`src/rtl/txbe_pkg.sv`:
```
package txbe_pkg;

   // Two-bit mode codes that choose the sampling tick.
   typedef enum logic [1:0] {
      MODE_OFF   = 2'b00,
      MODE_EARLY = 2'b01,
      MODE_LATE  = 2'b10,
      MODE_RSVD  = 2'b11
   } txbe_mode_e;

   // Bit positions inside the control register.
   localparam int CTL_BRK_BIT  = 0;
   localparam int CTL_MODE_LSB = 1;
   localparam int CTL_USED     = 3;

   typedef struct packed {
      txbe_mode_e mode;
      logic       brk_en;
   } txbe_ctl_t;

endpackage

```
`src/rtl/txbe_ctrl_reg.sv`:
```
module txbe_ctrl_reg
   import txbe_pkg::*;
#(
   parameter int REG_W = 8
)(
   input  logic             clk,
   input  logic             rst_n,
   input  logic             map_sel,
   input  logic             wr_en,
   input  logic [REG_W-1:0] wr_data,
   output logic [REG_W-1:0] rd_data,
   output txbe_ctl_t        ctl
);

   localparam int PAD_W = REG_W - CTL_USED;

   generate
      if (REG_W < CTL_USED) begin : g_bad_width
         $error("txbe_ctrl_reg: REG_W must be at least %0d", CTL_USED);
      end
   endgenerate

   txbe_ctl_t ctl_q;

   always_ff @(posedge clk or negedge rst_n) begin
      if (!rst_n) begin
         ctl_q <= '{mode: MODE_OFF, brk_en: 1'b0};
      end else if (map_sel && wr_en) begin
         ctl_q.mode   <= txbe_mode_e'(wr_data[CTL_MODE_LSB +: 2]);
         ctl_q.brk_en <= wr_data[CTL_BRK_BIT];
      end
   end

   assign ctl = ctl_q;

   // Read path: the unused upper bits are padded with zeros.
   logic [CTL_USED-1:0] used_bits;
   always_comb begin
      used_bits = '0;
      used_bits[CTL_BRK_BIT]           = ctl_q.brk_en;
      used_bits[CTL_MODE_LSB +: 2]     = ctl_q.mode;
   end

   generate
      if (PAD_W > 0) begin : g_pad
         assign rd_data = map_sel ? {{PAD_W{1'b0}}, used_bits} : '0;
      end else begin : g_nopad
         assign rd_data = map_sel ? used_bits : '0;
      end
   endgenerate

   // the register holds its value while the map is not selected
   a_r9_locked_without_map : assert property (@(posedge clk) disable iff (!rst_n)
      !map_sel |=> $stable(ctl_q));

endmodule

```
`src/rtl/txbe_sample_point.sv`:
```
module txbe_sample_point
   import txbe_pkg::*;
#(
   parameter int OVERSAMPLE = 16,
   parameter int EARLY_TICK = 9,
   parameter int LATE_TICK  = 13,
   parameter int TICK_W     = $clog2(OVERSAMPLE)
)(
   input  txbe_mode_e        mode,
   input  logic              tx_busy,
   input  logic              tick_stb,
   input  logic [TICK_W-1:0] tick_cnt,
   output logic              sample_now
);

   // Ticks are numbered from 1, while the count starts at 0.
   localparam logic [TICK_W-1:0] EARLY_IDX = TICK_W'(EARLY_TICK - 1);
   localparam logic [TICK_W-1:0] LATE_IDX  = TICK_W'(LATE_TICK - 1);

   generate
      if (EARLY_TICK < 1 || EARLY_TICK > OVERSAMPLE) begin : g_bad_early
         $error("txbe_sample_point: EARLY_TICK outside 1..OVERSAMPLE");
      end
      if (LATE_TICK < 1 || LATE_TICK > OVERSAMPLE) begin : g_bad_late
         $error("txbe_sample_point: LATE_TICK outside 1..OVERSAMPLE");
      end
      if ((1 << TICK_W) < OVERSAMPLE) begin : g_bad_tick_w
         $error("txbe_sample_point: TICK_W too narrow");
      end
   endgenerate

   logic at_point;
   always_comb begin
      unique case (mode)
         MODE_EARLY: at_point = (tick_cnt == EARLY_IDX);
         MODE_LATE:  at_point = (tick_cnt == LATE_IDX);
         default:    at_point = 1'b0;
      endcase
   end

   assign sample_now = tx_busy && tick_stb && at_point;

endmodule

```
`src/rtl/txbe_err_flag.sv`:
```
module txbe_err_flag #(
   parameter int REG_W   = 8,
   parameter int CLR_BIT = 0
)(
   input  logic             clk,
   input  logic             rst_n,
   input  logic             sample_now,
   input  logic             tx_bit,
   input  logic             rxd,
   input  logic             clr_wr,
   input  logic [REG_W-1:0] clr_data,
   input  logic             irq_en,
   output logic             flag,
   output logic             irq
);

   generate
      if (CLR_BIT < 0 || CLR_BIT >= REG_W) begin : g_bad_clr
         $error("txbe_err_flag: CLR_BIT outside the status word");
      end
   endgenerate

   logic mismatch, clear_req, flag_q;

   assign mismatch  = sample_now && (rxd != tx_bit);
   assign clear_req = clr_wr && clr_data[CLR_BIT];

   // A new error takes priority over a clear in the same cycle.
   always_ff @(posedge clk or negedge rst_n) begin
      if (!rst_n)         flag_q <= 1'b0;
      else if (mismatch)  flag_q <= 1'b1;
      else if (clear_req) flag_q <= 1'b0;
   end

   assign flag = flag_q;
   assign irq  = flag_q && irq_en;

   // once set, the flag survives until a clear request arrives
   a_r6_sticky : assert property (@(posedge clk) disable iff (!rst_n)
      (flag_q && !clear_req) |=> flag_q);

   // a simultaneous error and clear leaves the flag set
   a_r6_set_wins : assert property (@(posedge clk) disable iff (!rst_n)
      (sample_now && (rxd != tx_bit) && clear_req) |=> flag_q);

endmodule

```
`src/rtl/txbe_monitor.sv`:
```
module txbe_monitor
   import txbe_pkg::*;
#(
   parameter int OVERSAMPLE = 16,
   parameter int EARLY_TICK = 9,
   parameter int LATE_TICK  = 13,
   parameter int REG_W      = 8,
   localparam int TICK_W    = $clog2(OVERSAMPLE)
)(
   input  logic              clk,
   input  logic              rst_n,
   input  logic              map_sel,
   input  logic              ctl_wr,
   input  logic [REG_W-1:0]  ctl_wdata,
   output logic [REG_W-1:0]  ctl_rdata,
   input  logic              stat_wr,
   input  logic [REG_W-1:0]  stat_wdata,
   input  logic              tx_busy,
   input  logic              tx_bit,
   input  logic [TICK_W-1:0] tick_cnt,
   input  logic              tick_stb,
   input  logic              rxd,
   input  logic              err_ie,
   output logic              err_flag,
   output logic              err_irq,
   output logic              brk_en
);

   txbe_ctl_t ctl;
   logic      sample_now;

   txbe_ctrl_reg #(.REG_W(REG_W)) u_ctl (
      .clk     (clk),
      .rst_n   (rst_n),
      .map_sel (map_sel),
      .wr_en   (ctl_wr),
      .wr_data (ctl_wdata),
      .rd_data (ctl_rdata),
      .ctl     (ctl)
   );

   txbe_sample_point #(
      .OVERSAMPLE (OVERSAMPLE),
      .EARLY_TICK (EARLY_TICK),
      .LATE_TICK  (LATE_TICK),
      .TICK_W     (TICK_W)
   ) u_pt (
      .mode       (ctl.mode),
      .tx_busy    (tx_busy),
      .tick_stb   (tick_stb),
      .tick_cnt   (tick_cnt),
      .sample_now (sample_now)
   );

   txbe_err_flag #(.REG_W(REG_W), .CLR_BIT(0)) u_flag (
      .clk        (clk),
      .rst_n      (rst_n),
      .sample_now (sample_now),
      .tx_bit     (tx_bit),
      .rxd        (rxd),
      .clr_wr     (stat_wr),
      .clr_data   (stat_wdata),
      .irq_en     (err_ie),
      .flag       (err_flag),
      .irq        (err_irq)
   );

   assign brk_en = ctl.brk_en;

   // a disabled mode never raises a clear flag
   a_r4_disabled_quiet : assert property (@(posedge clk) disable iff (!rst_n)
      ((ctl.mode == MODE_OFF || ctl.mode == MODE_RSVD) && !err_flag) |=> !err_flag);

   // an idle transmitter or a missing strobe cannot raise the flag
   a_r5_needs_busy_tick : assert property (@(posedge clk) disable iff (!rst_n)
      (!(tx_busy && tick_stb) && !err_flag) |=> !err_flag);

endmodule

```
`config.mk`:
```
export PLATFORM = sky130hd
export DESIGN_NAME = txbe_monitor
export DESIGN_NICKNAME = d
export VERILOG_FILES = /design/src/rtl/txbe_pkg.sv /design/src/rtl/txbe_ctrl_reg.sv /design/src/rtl/txbe_sample_point.sv /design/src/rtl/txbe_err_flag.sv /design/src/rtl/txbe_monitor.sv
export SDC_FILE = /design/constraint.sdc
export NUM_CORES = 1
export LEC_CHECK = 0
export ABC_AREA = 0
export CAP_MARGIN = 20
export CORE_AREA = 3 3 40 42
export DETAILED_ROUTE_END_ITERATION = 16
export DIE_AREA = 0 0 43 45
export PLACE_DENSITY = 0.74
export RECOVER_POWER = 25
export SYNTH_ARGS = -nofsm -noshare
export SYNTH_HDL_FRONTEND = slang
export SYNTH_SLANG_ARGS = --single-unit
```
`constraint.sdc`:
```
create_clock -name clk -period 2.45 [get_ports clk]
set_input_delay 0.245 -clock clk [delete_from_list [all_inputs] [get_ports clk]]
set_output_delay 0.245 -clock clk [all_outputs]
set_load 0.05 [all_outputs]
```
==> results of run 1 <==
per-layer routing:
metal,global-route usage,routed length [um],vias to the layer above
li1,-,-,127
met1,0.0831,298,105
met2,0.105,267,29
met3,0.0598,144,2
met4,0.0723,5,0
met5,0,0,-
synth_stat cells, types with 3 or more instances:
cell / count
buf_4: 5
dfrtp_1: 4
and2_2: 3
mux2_4: 3
power by group through the flow:
stage | logic, W | registers (W) | clock network (W)
after global placement | 0.000121 | 0.0000816 | 0
after floorplan | 0.0000701 | 0.0000898 | 0
final | 0.000121 | 0.0000807 | 0.0000805
after detailed placement | 0.000122 | 0.0000820 | 0
after global routing | 0.000128 | 0.0000820 | 0.0000908
after CTS | 0.000123 | 0.0000815 | 0.0000854
through the flow:
| step | power, W | hold slack, ns | cell area (sq um) |
|---|---|---|---|
| 6_report | 0.000282 | 0.286 | 536 |
| 5_1_grt | 0.000300 | 0.292 | 536 |
| 4_1_cts | 0.000290 | 0.216 | 536 |
| 3_5_place_dp | 0.000204 | 0.468 | 513 |
| 3_3_place_gp | 0.000203 | 0.456 | 513 |
| 2_1_floorplan | 0.000160 | -0.0506 | 302 |
worst reg2reg max path, cell delays in order (launching register included):
cell and delay, ns:
dfrtp_1 0.37, inv_1 0.05, ha_1 0.27, and4b_1 0.18, a41o_1 0.20
cell type report:
class,count,area share
multi-input combinational,20,0.299
sequential,4,0.187
clock buffer,3,0.0421
inverter,1,0.00701
tap,15,0.0350
timing repair buffer,23,0.430
flip-flops by register name, indices dropped and copies added, names as in the netlist:
name and count:
u_flag.flag 1, u_ctl.ctl 3
logic make-up (layout without fill, tap and decap cells):
group / Yosys count / count (layout)
AO/OA/AOI/OAI: 2 / 2
XOR/XNOR: 2 / 2
adder cells (fa/ha/maj): 1 / 1
buffers and inverters: 6 / 27
flip-flops: 4 / 4
multiplexers: 3 / 3
other: 1 / 5
AND/OR/NAND/NOR: 7 / 7
final timing paths:
check	to
hold / removal	u_ctl.ctl[0]
min in group clk	u_ctl.ctl[2]
max in group asynchronous	u_flag.flag
hold reg to reg	u_ctl.ctl[2]
setup reg to reg	u_flag.flag
setup / recovery	ctl_rdata[0]
==> metrics.md, run 1 <==
| Metric | Value |
|---|---|
| Outcome | `finished clean` |
| Synth warn | `0` |
| Compound-cell area share of the yosys netlist | `0.0611` |
| Worst setup EP type | `output pin` |
| Routed Wire Length | `approximately 720 um` |
| Place WS | `~0.5 ns` |
| Internal | `0.000187 W` |
| Util after Layout | `0.417` |
| Setup slack, reg-to-reg | `1.27 ns` |
| Post-synth ARST share | `1.00` |
| Delay-heaviest family, CP | `buffers and inverters` |
| Via density | `3.98` |
| Rows | `13` |
| Startpoint types | `primary input` |
| Crit path max fanout | `4` |
| Global-route wire length before repair | `around 1000 um` |
| Maximum vdd drop | `0.264 mV` |
| Reg clk slew, reported paths | `0.04 ns` |
| Flop pwr share | `0.286` |
| MaxCap Viol Count | `0` |
| Clock sinks | `4` |
| EDFF count, synth | `0` |
| H-tree depth | `1` |
| Depth of the most critical reg-to-reg path | `4` |
| Max clock buf depth | `2` |
| Instance count on the critical path | `3` |
| Crit share post-route | `0.796` |
| Global Route Usage Sum | `0.0803` |
| Post-synthesis adder-cell area fraction | `0.0437` |
| Final global-route overflow total | `0` |
| Final slew viol count | `0` |
| Setup violations, final | `0` |
| Commonest non-fill, non-tap cell in the layout | `clkdlybuf4s50_1` |
| HPWL Detailed | `a little over 600 um` |
| Max-slew headroom | `0.663` |
| Synth Flop Type | `dfrtp_1` |
| IO Port Bufs | `23` |
| Setup bufs post-CTS | `0` |
| Unique masters post-synth | `15` |
| First DRT Iteration DRCs | `1` |
| Reg-to-Reg Start | `u_ctl.ctl[1]` |
| Area Growth Syn to Fin | `86.9%` |
| Hold Violations, Final | `0` |
| Synth Area in Simple Gates | `0.170` |
| Diodes inserted | `0` |
| Xor and xnor area share after synthesis | `0.0611` |
| Clk root buf | `clkbuf_4` |
| Worst setup margin | `0.500 ns` |
| CTS tree | `done` |
| RePlAce Congestion | `approximately 0.63` |
| Flip-flop and latch area | `100 sq um` |
| Leak Pwr | `0.250 nW` |
| Routed via count | `between 200 and 300` |
| Placed cells | `63` |
| Post-route DRC | `0` |
| Critical Path, Cell by Cell | `clkdlybuf4s50_1 -> and2_2 -> clkdlybuf4s50_1` |
| Share of the synthesized area in the top cell type | `0.349` |
| Synth Instances | `26` |
| RSZ-0062 raised after global routing | `false` |
| CP arrival | `1.70 ns` |
| Achievable Freq | `between 500 and 600 MHz` |
| Largest stage delay, worst path | `0.80 ns` |
| Data required, critical path | `2.20 ns` |
| Clk network pwr share | `0.285` |
| Vias in the first global route | `254` |
| Synth area leaders | `dfrtp_1 (35%), mux2_4 (16%), buf_4 (13%)` |
| Largest family of logic cells by synthesized area | `simple AND/OR/NAND/NOR gates` |
| Proportion of layout cells with a drive suffix above 1 | `0.196` |
| Post-synthesis mux area share | `0.157` |
| Pwr Density | `about 530 mW/mm^2` |
| Syn Area/Cell | `11.0 sq um` |
| IO Pins | `41` |
| Worst Hold Class | `primary input to async pin` |
| Final setup skew | `0.000879 ns` |
| Mapped cell area | `287 sq um` |
| Crit path from | `map_sel` |
| Final Critical Period | `~2 ns` |
| Critical setup path kind | `primary input to output pin` |
| Critical-path top delay cell | `clkdlybuf4s50_1` |
| Largest net degree at the start of global routing | `5` |
| Post-DR wirelength/cell | `10.8 um` |
| Core area | `between 0.001 and 0.0015 sq mm` |
| # resized after CTS | `0` |
| Die span in y | `45 um` |
| Finished Layout Cells | `66` |
| Insertion delay to the later sink of the worst-skew pair | `0.23 ns` |
| Initial Util | `0.223` |
| Die area | `~0.0019 sq mm` |
| Layout Nets | `84` |
| CP dominant cell by count | `clkdlybuf4s50_1` |
| Switching pwr | `0.0000956 W` |
| Part of the power in combinational logic | `0.429` |
| Least-Margin Pin Slew | `0.503 ns` |
| FF+latch count, synth | `4` |
| Area leader, netlist | `dfrtp_1` |
| Fillers | `139` |
| Setup Total Neg Slack | `0 ns` |
| Die X | `43 um` |
| Worst Path Buf+Inv | `2` |
| Post-synthesis sequential area ratio | `0.349` |
| Area of the multi-input gates | `160 sq um` |
| Most frequent cells in the layout | `clkdlybuf4s50_1 (22), conb_1 (5), dfrtp_1 (4)` |
| DRT Pass-1 Iters | `2` |
| Antenna viol nets, final | `0` |
| Antenna violations before repair | `0` |
| Cts hold-fix bufs | `0` |
| Num CTS Buffers | `3` |
| Switch share | `0.339` |
Power figures use the tool's default switching activity.
==> run 2, diff against run 1 <==
--- a/config.mk
+++ b/config.mk
@@ -7,10 +7,10 @@
 export LEC_CHECK = 0
 export ABC_AREA = 0
 export CAP_MARGIN = 20
-export CORE_AREA = 3 3 40 42
+export CORE_MARGIN = 3
+export CORE_UTILIZATION = 22
 export DETAILED_ROUTE_END_ITERATION = 16
-export DIE_AREA = 0 0 43 45
-export PLACE_DENSITY = 0.74
+export PLACE_DENSITY = 0.75
 export RECOVER_POWER = 25
 export SYNTH_ARGS = -nofsm -noshare
 export SYNTH_HDL_FRONTEND = slang
==> constraint.sdc (replaced) <==
create_clock -name clk -period 2 [get_ports clk]
set_input_delay 0.2 -clock clk [delete_from_list [all_inputs] [get_ports clk]]
set_output_delay 0.2 -clock clk [all_outputs]
set_load 0.05 [all_outputs]
==> run 2 against run 1 <==
Net effect:
- via count up 3.0%
- critical path type is now register to output pin
- clock-buffer cell count did not move
- non-clock buffer count is the same
- utilization increased by 3.7 points
- flip-flop and latch count is the same
- combinational power rose by 21%
- total power increased by 22%
- highest routed layer unchanged
- largest power group unchanged
- global-route usage grew 0.73 points
- clock power up 23%
- clock skew is 0.0013 ns higher
- worst setup slack got worse by 0.10 ns
- critical endpoint is now brk_en
==> metrics.md, run 2 (same netlist as run 1, synthesis figures left out) <==
| Metric | Value |
|---|---|
| Fin area | `between 500 and 600 sq um` |
| Antenna viol nets, final | `0` |
| Rows | `12` |
| Setup Total Neg Slack | `0 ns` |
| Vias in the first global route | `269` |
| DP Area | `502 sq um` |
| Fillers | `128` |
| Util after Layout | `0.453` |
| Placed cells | `between 60 and 70` |
| Worst setup EP type | `output pin` |
| Least-Margin Pin Slew | `0.497 ns` |
| Clock sinks | `4` |
| Data required, critical path | `1.80 ns` |
| Antenna violations before repair | `0` |
| Reg-to-Reg Start | `u_ctl.ctl[1]` |
| Routed Wire Length | `689 um` |
| Final Power | `0.000345 W` |
| Max reg flops | `3` |
| Final slew viol count | `0` |
| Hold Violations, Final | `0` |
| RePlAce Congestion | `0.728` |
| Global-route wire length before repair | `1120 um` |
| Final Critical Period | `1.60 ns` |
| Setup slack, reg-to-reg | `around 0.80 ns` |
| Proportion of layout cells with a drive suffix above 1 | `0.275` |
| Commonest non-fill, non-tap cell in the layout | `clkdlybuf4s50_1` |
| Num CTS Buffers | `3` |
| Worst reg2reg endpoint | `u_flag.flag` |
| H-tree depth | `1` |
| Setup violations, final | `0` |
| RSZ-0062 raised after global routing | `false` |
| Insertion delay to the later sink of the worst-skew pair | `about 0.23 ns` |
| Maximum vdd drop | `approximately 0.28 mV` |
| Achievable Freq | `624 MHz` |
| CTS tree | `done` |
| Finished Layout Cells | `65` |
| Final global-route overflow total | `0` |
| Most frequent cells in the layout | `clkdlybuf4s50_1 (18), conb_1 (5), buf_4 (4), dfrtp_1 (4)` |
| Clk root buf | `clkbuf_4` |
| Pwr Density | `658 mW/mm^2` |
| Critical-path top delay cell | `clkdlybuf4s50_1` |
| # resized after CTS | `0` |
| Global Route Usage Sum | `0.0876` |
| Post-DR wirelength/cell | `about 11 um` |
| Core area | `0.00116 sq mm` |
| Outcome | `finished clean` |
| Routed via count | `around 270` |
| Max-slew headroom | `0.667` |
| Initial Util | `0.248` |
| Depth of the most critical reg-to-reg path | `4` |
| Post-route DRC | `0` |
| Leak Pwr | `0.256 nW` |
| IO Port Bufs | `23` |
| First DRT Iteration DRCs | `0` |
| Worst Path Buf+Inv | `1` |
| Crit share post-route | `0.801` |
| Worst Hold Class | `primary input to async pin` |
| DRT Pass-1 Iters | `1` |
| HPWL Detailed | `629 um` |
| Critical setup path kind | `register to output pin` |
| Crit path max fanout | `3` |
| Largest net degree at the start of global routing | `5` |
| Critical Path, Cell by Cell | `clkdlybuf4s50_1` |
| Die span in y | `42.1 um` |
| Via density | `4.17` |
| Area of the multi-input gates | `160 sq um` |
| Die area | `about 0.0018 sq mm` |
| Delay-heaviest family, CP | `buffers and inverters` |
| MaxCap Viol Count | `0` |
| Layout Nets | `84` |
| Area Growth Syn to Fin | `83.0%` |
| IO Pins | `41` |
| Diodes inserted | `0` |
| Final setup skew | `0.00214 ns` |
| Die X | `42.1 um` |
| Largest stage delay, worst path | `0.81 ns` |
| Max clock buf depth | `2` |
| Setup bufs post-CTS | `0` |
| Cts hold-fix bufs | `0` |
| Reg clk slew, reported paths | `0.04 ns` |
| Startpoint types | `register` |
| Flip-flop and latch area | `100 sq um` |
| CP arrival | `1.40 ns` |
-- run 2: power breakdown --
part | switching (W) | leakage (nW) | internal [W]
clock | 0.0000322 | 0.0138 | 0.0000671
sequential | 0.00000761 | 0.0491 | 0.0000911
combinational | 0.0000783 | 0.193 | 0.0000686
total | 0.000118 | 0.256 | 0.000227
-- run 2: cell type report --
cell class              instances  share of cell area
flip-flops and latches          4               0.191
inverters                       1             0.00716
repair buffers                 23               0.420
well taps                      14              0.0334
multi-input cells              20               0.305
clock buffers                   3              0.0430
-- run 2: worst max path at each step --
| stage | startpoint | to | slack [ns] | depth (start not counted) |
|---|---|---|---|---|
| floorplan | u_flag.flag | err_irq | 0.69 | 1 |
| global placement | u_ctl.ctl[0] | brk_en | 0.64 | 1 |
| detailed placement | u_ctl.ctl[0] | brk_en | 0.64 | 1 |
| CTS | u_ctl.ctl[0] | brk_en | 0.38 | 1 |
| global route | u_ctl.ctl[0] | brk_en | 0.35 | 1 |
| finish | u_ctl.ctl[0] | brk_en | 0.40 | 1 |
-- run 2: metrics by stage --
step | setup WS (ns) | hold WS, ns
after floorplan | 0.688 | -0.0956
after global placement | 0.637 | 0.413
after detailed placement | 0.643 | 0.430
after CTS | 0.383 | 0.177
after global routing | 0.354 | 0.257
final | 0.398 | 0.244
-- run 2: per-layer routing --
| metal | up-vias | part of all wire | global-route usage |
|---|---|---|---|
| met1 | 115 | 0.41 | 0.0941 |
| li1 | 127 | - | - |
| met2 | 27 | 0.41 | 0.130 |
| met4 | 0 | 0.013 | 0.0559 |
| met5 | - | 0 | 0 |
| met3 | 2 | 0.16 | 0.0515 |
